**config.mk**
```make
export PLATFORM = sky130hd
export DESIGN_NAME = pcl_contig_load
export DESIGN_NICKNAME = d
export VERILOG_FILES = /design/src/rtl/pcl_pkg.sv /design/src/rtl/pcl_decode.sv /design/src/rtl/pcl_lane_mask.sv /design/src/rtl/pcl_elem_merge.sv /design/src/rtl/pcl_contig_load.sv
export SDC_FILE = /design/constraint.sdc
export NUM_CORES = 2
export LEC_CHECK = 0
export BUFFER_PORTS_ARGS = -buffer_cell sky130_fd_sc_hd__buf_2
export CORE_MARGIN = 3
export CORE_UTILIZATION = 30
export CTS_BUF_LIST = sky130_fd_sc_hd__clkbuf_16
export CTS_CLUSTER_DIAMETER = 30
export CTS_CLUSTER_SIZE = 28
export DETAILED_ROUTE_END_ITERATION = 7
export PLACE_DENSITY = 0.5
export RECOVER_POWER = 50
export SLEW_MARGIN = 5
export SYNTH_ARGS = -nofsm -noshare
export SYNTH_HDL_FRONTEND = slang
export SYNTH_SLANG_ARGS = --single-unit
```
**constraint.sdc**
```tcl
create_clock -name clk -period 4.1 [get_ports clk]
set_input_delay 0.82 -clock clk [delete_from_list [all_inputs] [get_ports clk]]
set_output_delay 0.82 -clock clk [all_outputs]
set_load 0.1 [all_outputs]
```
**src/rtl/pcl_pkg.sv**
```systemverilog
package pcl_pkg;

   typedef enum logic [1:0] {
      ESZ_32  = 2'd0,
      ESZ_64  = 2'd1,
      ESZ_128 = 2'd2
   } esz_e;

   typedef enum logic [1:0] {
      ST_IDLE = 2'd0,
      ST_SLOT = 2'd1,
      ST_WAIT = 2'd2
   } st_e;

   typedef struct packed {
      logic       match;
      logic       idx_bad;
      logic       base_sp;
      esz_e       esz;
      logic [4:0] dst;
   } dec_t;

endpackage

```
**src/rtl/pcl_decode.sv**
```systemverilog
module pcl_decode
   import pcl_pkg::*;
(
   input  logic [31:0] insn_i,
   output dec_t        dec_o
);
   localparam logic [8:0] PREFIX = 9'b101001010;

   logic unused_pg;
   assign unused_pg = ^insn_i[12:10];

   always_comb begin
      dec_o         = '0;
      dec_o.esz     = ESZ_32;
      dec_o.idx_bad = (insn_i[20:16] == 5'd31);
      dec_o.base_sp = (insn_i[9:5] == 5'd31);
      dec_o.dst     = insn_i[4:0];
      if (insn_i[31:23] == PREFIX) begin
         unique case (insn_i[22:21])
            2'b10: begin
               dec_o.match = (insn_i[15:13] == 3'b010);
               dec_o.esz   = ESZ_32;
            end
            2'b11: begin
               dec_o.match = (insn_i[15:13] == 3'b010);
               dec_o.esz   = ESZ_64;
            end
            2'b00: begin
               dec_o.match = (insn_i[15:13] == 3'b100);
               dec_o.esz   = ESZ_128;
            end
            default: dec_o.match = 1'b0;
         endcase
      end
   end
endmodule

```
**src/rtl/pcl_lane_mask.sv**
```systemverilog
module pcl_lane_mask
   import pcl_pkg::*;
#(
   parameter int VLEN = 256
) (
   input  logic [VLEN/8-1:0]  pred_i,
   input  esz_e               esz_i,
   output logic [VLEN/32-1:0] act_o
);
   localparam int NE = VLEN / 32;

   logic [NE-1:0] a32, a64, a128;
   logic          unused_pred;
   assign unused_pred = ^pred_i;

   for (genvar e = 0; e < NE; e++) begin : g_el
      assign a32[e] = pred_i[e*4];
      if (e < NE/2) begin : g_w64
         assign a64[e] = pred_i[e*8];
      end else begin : g_w64_off
         assign a64[e] = 1'b0;
      end
      if (e < NE/4) begin : g_w128
         assign a128[e] = pred_i[e*16];
      end else begin : g_w128_off
         assign a128[e] = 1'b0;
      end
   end

   always_comb begin
      unique case (esz_i)
         ESZ_64:  act_o = a64;
         ESZ_128: act_o = a128;
         default: act_o = a32;
      endcase
   end
endmodule

```
**src/rtl/pcl_elem_merge.sv**
```systemverilog
module pcl_elem_merge #(
   parameter int VLEN = 256,
   parameter int CW   = 3
) (
   input  logic [VLEN-1:0] work_i,
   input  logic [CW-1:0]   chunk_i,
   input  logic [31:0]     word_i,
   output logic [VLEN-1:0] merged_o
);
   localparam int NCH = VLEN / 32;

   for (genvar k = 0; k < NCH; k++) begin : g_chunk
      assign merged_o[k*32 +: 32] = (chunk_i == CW'(k)) ? word_i : work_i[k*32 +: 32];
   end
endmodule

```
**src/rtl/pcl_contig_load.sv**
```systemverilog
module pcl_contig_load
   import pcl_pkg::*;
#(
   parameter int VLEN               = 256,
   parameter int AW                 = 64,
   parameter int SP_ALIGN_BITS      = 4,
   parameter bit SKIP_SP_CHECK_IDLE = 1'b1
) (
   input  logic              clk,
   input  logic              rst_n,
   input  logic              cmd_valid_i,
   input  logic [31:0]       cmd_insn_i,
   input  logic [AW-1:0]     cmd_gpr_i,
   input  logic [AW-1:0]     cmd_sp_i,
   input  logic [AW-1:0]     cmd_index_i,
   input  logic [VLEN/8-1:0] cmd_pred_i,
   output logic              busy_o,
   output logic              mem_req_o,
   output logic [AW-1:0]     mem_addr_o,
   input  logic              mem_rvalid_i,
   input  logic [31:0]       mem_rdata_i,
   output logic              done_o,
   output logic              illegal_o,
   output logic              sp_fault_o,
   output logic [VLEN-1:0]   res_data_o,
   output logic [4:0]        res_dst_o
);
   localparam int NE_MAX = VLEN / 32;
   localparam int CW     = $clog2(NE_MAX);
   localparam logic [CW:0] NE_W = (CW+1)'(NE_MAX);

   if (VLEN < 128 || (VLEN & (VLEN - 1)) != 0) begin : g_bad_vlen
      $error("pcl_contig_load: VLEN must be a power of two of at least 128");
   end
   if (AW < 32 || SP_ALIGN_BITS < 1 || SP_ALIGN_BITS >= AW) begin : g_bad_aw
      $error("pcl_contig_load: address width or alignment out of range");
   end

   // command decode and lane activity
   dec_t                dec;
   logic [NE_MAX-1:0]   act_now;
   logic                any_act;
   logic [AW-1:0]       base_sel;
   logic [AW-1:0]       start_addr;
   logic                sp_misal;

   pcl_decode u_dec (
      .insn_i (cmd_insn_i),
      .dec_o  (dec)
   );

   pcl_lane_mask #(.VLEN(VLEN)) u_mask (
      .pred_i (cmd_pred_i),
      .esz_i  (dec.esz),
      .act_o  (act_now)
   );

   assign any_act    = |act_now;
   assign base_sel   = dec.base_sp ? cmd_sp_i : cmd_gpr_i;
   assign start_addr = base_sel + (cmd_index_i << 2);
   assign sp_misal   = |cmd_sp_i[SP_ALIGN_BITS-1:0];

   // sequencing state
   st_e               st_q;
   logic [AW-1:0]     addr_q;
   logic [NE_MAX-1:0] act_q;
   esz_e              esz_q;
   logic [CW-1:0]     elem_q;
   logic [VLEN-1:0]   work_q;
   logic [4:0]        dst_q;
   logic              done_q, ill_q, flt_q;
   logic [VLEN-1:0]   res_q;
   logic [4:0]        res_dst_q;

   logic [CW-1:0]     chunk;
   logic [VLEN-1:0]   merged;
   logic [VLEN-1:0]   work_nxt;
   logic              last_slot;
   logic              step;
   logic              sp_skip;

   assign chunk     = CW'(elem_q << esz_q);
   assign last_slot = ({1'b0, elem_q} == ((NE_W >> esz_q) - 1'b1));
   assign step      = ((st_q == ST_SLOT) && !act_q[elem_q]) ||
                      ((st_q == ST_WAIT) && mem_rvalid_i);
   assign work_nxt  = (st_q == ST_WAIT) ? merged : work_q;

   if (SKIP_SP_CHECK_IDLE) begin : g_skip_idle
      assign sp_skip = !any_act;
   end else begin : g_check_always
      assign sp_skip = 1'b0;
   end

   pcl_elem_merge #(.VLEN(VLEN), .CW(CW)) u_merge (
      .work_i   (work_q),
      .chunk_i  (chunk),
      .word_i   (mem_rdata_i),
      .merged_o (merged)
   );

   always_ff @(posedge clk) begin
      if (!rst_n) begin
         st_q      <= ST_IDLE;
         addr_q    <= '0;
         act_q     <= '0;
         esz_q     <= ESZ_32;
         elem_q    <= '0;
         work_q    <= '0;
         dst_q     <= '0;
         done_q    <= 1'b0;
         ill_q     <= 1'b0;
         flt_q     <= 1'b0;
         res_q     <= '0;
         res_dst_q <= '0;
      end else begin
         done_q <= 1'b0;
         ill_q  <= 1'b0;
         flt_q  <= 1'b0;
         unique case (st_q)
            ST_IDLE: begin
               if (cmd_valid_i) begin
                  if (!dec.match || dec.idx_bad) begin
                     ill_q <= 1'b1;
                  end else if (dec.base_sp && sp_misal && !sp_skip) begin
                     flt_q <= 1'b1;
                  end else begin
                     addr_q <= start_addr;
                     act_q  <= act_now;
                     esz_q  <= dec.esz;
                     elem_q <= '0;
                     work_q <= '0;
                     dst_q  <= dec.dst;
                     st_q   <= ST_SLOT;
                  end
               end
            end
            ST_SLOT: begin
               if (act_q[elem_q]) st_q <= ST_WAIT;
            end
            ST_WAIT: begin
               if (mem_rvalid_i) work_q <= merged;
            end
            default: st_q <= ST_IDLE;
         endcase

         if (step) begin
            if (last_slot) begin
               st_q      <= ST_IDLE;
               done_q    <= 1'b1;
               res_q     <= work_nxt;
               res_dst_q <= dst_q;
            end else begin
               st_q   <= ST_SLOT;
               elem_q <= elem_q + 1'b1;
               addr_q <= addr_q + AW'(4);
            end
         end
      end
   end

   assign busy_o     = (st_q != ST_IDLE);
   assign mem_req_o  = (st_q == ST_SLOT) && act_q[elem_q];
   assign mem_addr_o = addr_q;
   assign done_o     = done_q;
   assign illegal_o  = ill_q;
   assign sp_fault_o = flt_q;
   assign res_data_o = res_q;
   assign res_dst_o  = res_dst_q;

endmodule

```
Yosys cells after proc, flatten, opt, wreduce, memory -nomap -nowiden --
Cells that the tools add are included.
Storage, ports and cells: bits in registers 604, input port bits 292, output and inout port bits 330, word-level logic and storage cells 120
Cells by class: add/sub/neg operators 4, $lt $le $gt $ge 1, equal/unequal tests 28, shift operators 2, multiplexer cells 44, bitwise logic cells 5, reduce and logical (&&, ||, !) cells 24
Operator list (number):
- $mux W256 | 5
- $pmux W256 S2 | 1
- $mux W64 | 7
- $mux W32 | 8
- $add A64 B3 Y64 const B | 1
- $add A64 B64 Y64 | 1
- $mux W3 | 6
- $pmux W8 S2 | 1
- $eq A3 B3 Y1 const B | 5
- $mux W2 | 6
- $ne A3 B3 Y1 const B | 4
- $eq A5 B5 Y1 const B | 2
- $ne A2 B2 Y1 const B | 5
- $reduce_and A5 Y1 | 2
- $eq A3 B2 Y1 const B | 3
- $eq A9 B9 Y1 const B | 1
- $eq A2 B2 Y1 const B | 4
- $reduce_or A4 Y1 | 2
- $reduce_or A8 Y1 | 1
- $mux W1 | 6
- $pmux W2 S3 | 1
- $logic_and A1 B1 Y1 | 5
- $not A1 Y1 | 5
- $eq A2 B1 Y1 const B | 2
- other kinds (19) | 24

Depth between registers and ports, before layout --
depth after elaboration 13, depth in mapped cells 18, mapped depth without buffers 16

By module --
Synthesis repeated with hierarchy kept, for this count alone.
Second synthesis, totals: cell total of the unflattened synthesis 4131, area total of the unflattened synthesis 32509.9 um2
Modules (own cells, without submodules):
- pcl_contig_load | instances 1, cells each 3800, area each 29016.6 um2, sequential area each 12091.6 um2
- pcl_elem_merge | instances 1, cells each 291, area each 3238.1 um2, sequential area each 0.0 um2
- pcl_decode | instances 1, cells each 21, area each 137.6 um2, sequential area each 0.0 um2
- pcl_lane_mask | instances 1, cells each 19, area each 117.6 um2, sequential area each 0.0 um2

Worst setup path before layout --
Ideal clock, no wire load.
path kind input -> register, start in cmd_insn_i[7], end reg addr_q[56], in the netlist mem_addr_o[56], library setup time 70 ps, data arrival time 4227 ps, required time 4030 ps, slack -197 ps, stages on the path 18, buffers on the path 2, path through and3_1 -> and3_1 -> buf_2 -> buf_1 -> nand2_1 -> nand2_1 -> ha_1 -> inv_1 -> fa_1 -> nor2b_1 -> o2111a_1 -> o2111ai_1 -> o211a_2 -> o31ai_2 -> o21ai_2 -> o32ai_1 -> mux2_1 -> a21oi_1
Between the ends: longest elaborated chain between the ends 9, elaborated cells between the ends (all ways) 11, classes of those cells add/sub (1); eq/ne (1); mux (7); reduce/logical (2)
RTL lines:
- start: declaration | RTL line pcl_contig_load.sv:12 | input logic [31:0] cmd_insn_i,
- $eq A5 B5 Y1 * | RTL line pcl_decode.sv:16 | dec_o.base_sp = (insn_i[9:5] == 5'd31);
- $mux W64 or $logic_and A1 B1 Y1 (tied branches) | RTL line pcl_contig_load.sv:59, pcl_contig_load.sv:124
- $add A64 B64 Y64 or $logic_and A1 B1 Y1 (tied branches) | RTL line pcl_contig_load.sv:60, pcl_contig_load.sv:124
- $mux W64 * | RTL line pcl_contig_load.sv:124 | end else if (dec.base_sp && sp_misal && !sp_skip) begin
- $mux W64 * | RTL line pcl_contig_load.sv:122 | if (!dec.match || dec.idx_bad) begin
- $mux W64 * | RTL line pcl_contig_load.sv:121 | if (cmd_valid_i) begin
- $mux W64 * | RTL line pcl_contig_load.sv:119 | unique case (st_q)
- $mux W64 | RTL line pcl_contig_load.sv:147 | if (last_slot) begin
- $mux W64 * | RTL line pcl_contig_load.sv:146 | if (step) begin
- end signal: assignment | RTL line pcl_contig_load.sv:127 | addr_q <= start_addr;
- end signal: assignment | RTL line pcl_contig_load.sv:155 | addr_q <= addr_q + AW'(4);
- end: declaration | RTL line pcl_contig_load.sv:65 | logic [AW-1:0] addr_q;
Mark *: on every way between the ends. The rest lies on a longest branch, timed or not. A chain may end at the register's enable or synchronous reset.

Worst setup path after layout --
start in cmd_insn_i[7], end reg addr_q[55], in the netlist mem_addr_o[55]
The elaborated chain is that of the path after synthesis.

==> metrics.md <==
| Metric | Value |
|---|---|
| Status | completed |
| Design area | roughly 40,000 sq um |
| R2R cell count | 9 |
| Dpl ws | -267.9 ps |
| Logic pwr share | ~7.7% |
| RePlAce Congestion | approximately 0.88 |
| Post-CTS Resized | 0 |
| CP startpoint | cmd_insn_i[7] |
| First-pass GRT wire length | ~170 mm |
| Die Y | roughly 320 microns |
| CTS clk-pin slew, worst paths | ~40 ps |
| Initial Utilization | approximately 30% |
| Layout Cells excl Fill | around 5.6k |
| FILL cells | slightly above 10k |
| # Post-CTS Setup Buffers | 0 |
| Reg-to-Reg End | res_data_o[16]$_SDFFE_PN0P_ |
| PD cells | 467.5 nW/um^2 |
| Cell variety after synth | 86 |
| Maximum VDD drop | ~0.00028 V |
| FF-to-FF Start | elem_q[0]$_SDFF_PN0_ |
| Crit start category | primary input |
| Port bufs | between 500 and 600 |
| Area contributors post-synth | dfxtp_1 (41%), nor2_1 (8.2%), mux2i_1 (8.1%) |
| Total GRT Usage | approximately 22% |
| Worst Path Max Fanout | 34 |
| RSZ-0062 raised after global routing | false |
| Number of flops mapped to enable cells by yosys | 0 |
| Clk pwr share | 60.6% |
| Drt first-iter violations | 2,038 |
| Syn Area/Cell | approximately 8.3 sq um |
| Synth top area share | 40.97% |
| Final WL | ~120 mm |
| TritonCTS Buffers | 151 |
| Final setup viols | 0 |
| Sw Ratio | between 20% and 30% |
| Worst-Margin Slew | 1421 ps |
| Die area | 102,200 sq um |
| Share of power burned in registers | a little under a third |
| Multi-input logic area | roughly 16,000 sq um |
| Final hold violation count | 0 |
| CP endpoint | mem_addr_o[55]$_SDFF_PN0_ |
| Overall power | between 15 and 20 mW |
| CTS sink cnt | a little over 600 |
| Final #Nets | about 4.6k |
| Crit path kind | primary input to flop |
| Clock latency on the worst-skew pair | approximately 740 ps |
| Slew Viols, Final | 0 |
| Final hold slack | ~350 ps |
| Clk buf depth | 3 |
| WP data arrival | 4310 ps |
| Post-synthesis register bit count | 604 |
| Placed cells | roughly 5.4k |
| I/O pin total | roughly 620 |
| Row count | around 110 |
| H-tree levels | 4 |
| CP endpoint kind | flop |
| Core area | 97,140 sq um |
| Grt total ovfl | 0 |
| HPWL Detailed | slightly above 80 mm |
| Post-synthesis net count | between 3k and 4k |
| Vias | 29.12k |
| MaxCap Viol Count | 0 |
| Slew headroom | 5.656% |
| Ys Warns | 0 |
| WL/cell | ~20 microns |
| Layout area overhead | 34.89% |
| Period utilisation layout | 90.92% |
| Dpl cell area | ~35,000 sq um |
| Top_reg_cell synth | dfxtp_1 |
| Vias per cell | 5.165 |
| Cell-internal power | between 10 and 15 mW |
| Hold Path Depth | 3 |
| Area of the mapped netlist | between 20,000 and 30,000 sq um |
| FF+latch area | around 12,000 sq um |
| Syn Inst Count | between 3k and 4k |
| Setup WS post-layout | about 370 ps |
| Register area share after synthesis | 40.97% |
| DRC | 0 |
| Routed Antenna Nets | 0 |
| Pleak | between 15 and 20 nW |
| Asr flop ratio synth | 0% |
| Fmax | around 0.27 GHz |
| Sw power | roughly 4.6 mW |
| Tightest Hold Check Type | primary input to flop |
| Reg2reg setup slack | ~670 ps |
| Clk root buf | clkbuf_16 |
| Chip width | approximately 320 microns |
| Hold_buf cts | 0 |
| Share of cells above drive strength 1 | between 10% and 20% |
| CTS tree | yes |
| Yosys top cell by area | dfxtp_1 |
| Drt pass-1 iters | 5 |
| Post-route setup TNS | 0 ps |
| Vias in the first global route | roughly 28k |
| Util after Layout | 40.98% |
| Final Skew | 51.11 ps |
| Pin count of the biggest net entering global routing | 130 |
| Req. time, crit path | between 4000 and 5000 ps |
| Initial antenna violation count | 3 |
| Final critical-path required period | about 3700 ps |
==> flip-flops by register name, indices dropped and copies added (netlist names), 2 cells and up <==
register and count:
dst_q 5, mem_addr_o 64, res_dst_o 5, st_q 2, res_data_o 256, act_q 8, work_q 256, elem_q 3
esz_q 2
==> final cells by class <==
cell class / instances / share of cell area, %
antenna: 2 / 0.01257
clock buffer: 152 / 9.554
timing repair buffer: 855 / 12.25
multi-input combinational: 2598 / 40.69
inverter: 29 / 0.2923
sequential: 604 / 30.37
tap: 1276 / 4.010
clock inverter: 122 / 2.822
==> metal layers <==
layer | global-route usage, % | part of all wire (%)
met1 | 28.34 | 45
met2 | 34.81 | 45
met3 | 5.480 | 6.3
met4 | 9.263 | 3.5
met5 | 0 | 0
==> logic make-up after synthesis <==
| logic type | synth area share (%) |
|---|---|
| AOI/OAI and AO/OA | 22.61 |
| xor gates and xnor gates | 1.335 |
| buffers and inverters | 4.744 |
| DFF | 40.97 |
| adders and majority gates | 3.078 |
| muxes | 8.301 |
| and+or+nand+nor | 18.96 |
==> worst min path at each step <==
stage	startpoint	end	slack, ps
2_1_floorplan	act_q[6]$_SDFFE_PN0P_	act_q[6]$_SDFFE_PN0P_	430
3_3_place_gp	act_q[1]$_SDFFE_PN0P_	act_q[1]$_SDFFE_PN0P_	440
3_5_place_dp	act_q[5]$_SDFFE_PN0P_	act_q[5]$_SDFFE_PN0P_	450
4_1_cts	cmd_insn_i[0]	dst_q[0]$_SDFFE_PN0P_	280
5_1_grt	cmd_insn_i[0]	dst_q[0]$_SDFFE_PN0P_	330
6_report	cmd_insn_i[0]	dst_q[0]$_SDFFE_PN0P_	350
==> power groups by stage <==
stage	registers [mW]	logic, mW	clock network, mW
6_report	5.90	1.44	11.3
5_1_grt	5.89	1.57	11.8
4_1_cts	5.89	1.44	11.5
3_5_place_dp	6.00	1.43	0
3_3_place_gp	6.00	1.43	0
2_1_floorplan	6.00	0.746	0
==> synthesized netlist by cell type, drive strengths merged, types with 12 or more instances <==
library cell / n
nand4: 41
a211oi: 243
nand2: 350
nor2: 643
o21a: 25
xor2: 17
a21oi: 140
o211ai: 17
o21ai: 79
clkbuf: 241
nor3: 41
inv: 29
a311oi: 33
dfxtp: 604
mux2i: 238
a22oi: 258
xnor2: 28
buf: 76
nand3: 89
or3: 15
a31oi: 23
a21o: 44
and3: 27
nor4: 14
nor2b: 13
and2: 12
ha: 71
==> critical path, stage by stage <==
cell and delay, ps:
buf_2 90, and3_1 180, and3_2 240, buf_4 240, nand2_1 100, nand2_1 50
ha_1 320, buf_4 160, nand2_1 70, o21ai_1 90, o2111a_1 280, a211o_1 310
nor3_2 430, nor2_1 210, a41oi_1 370, mux2i_1 230, a21oi_1 80
==> placed cells by master (no fill, tap or decap), drive strengths merged, types with 7 or more instances in the layout <==
cell / n
bufinv: 13
nand3b: 8
a221oi: 7
clkbuf: 490
clkinv: 69
mux2i: 238
a311oi: 33
nand2: 350
nand3: 89
nor4: 14
inv: 59
or2: 7
a211o: 8
dfxtp: 604
and4: 10
and3: 27
and2: 12
o21ai: 79
buf: 517
o21a: 25
nand4: 41
a31oi: 23
clkinvlp: 10
a21o: 44
a22oi: 258
ha: 71
o211ai: 17
o21bai: 10
nor3: 41
or3: 15
a211oi: 243
nor2: 643
xnor2: 28
xor2: 17
nor2b: 13
a21oi: 140
o31ai: 11
Power figures use the tool's default switching activity.
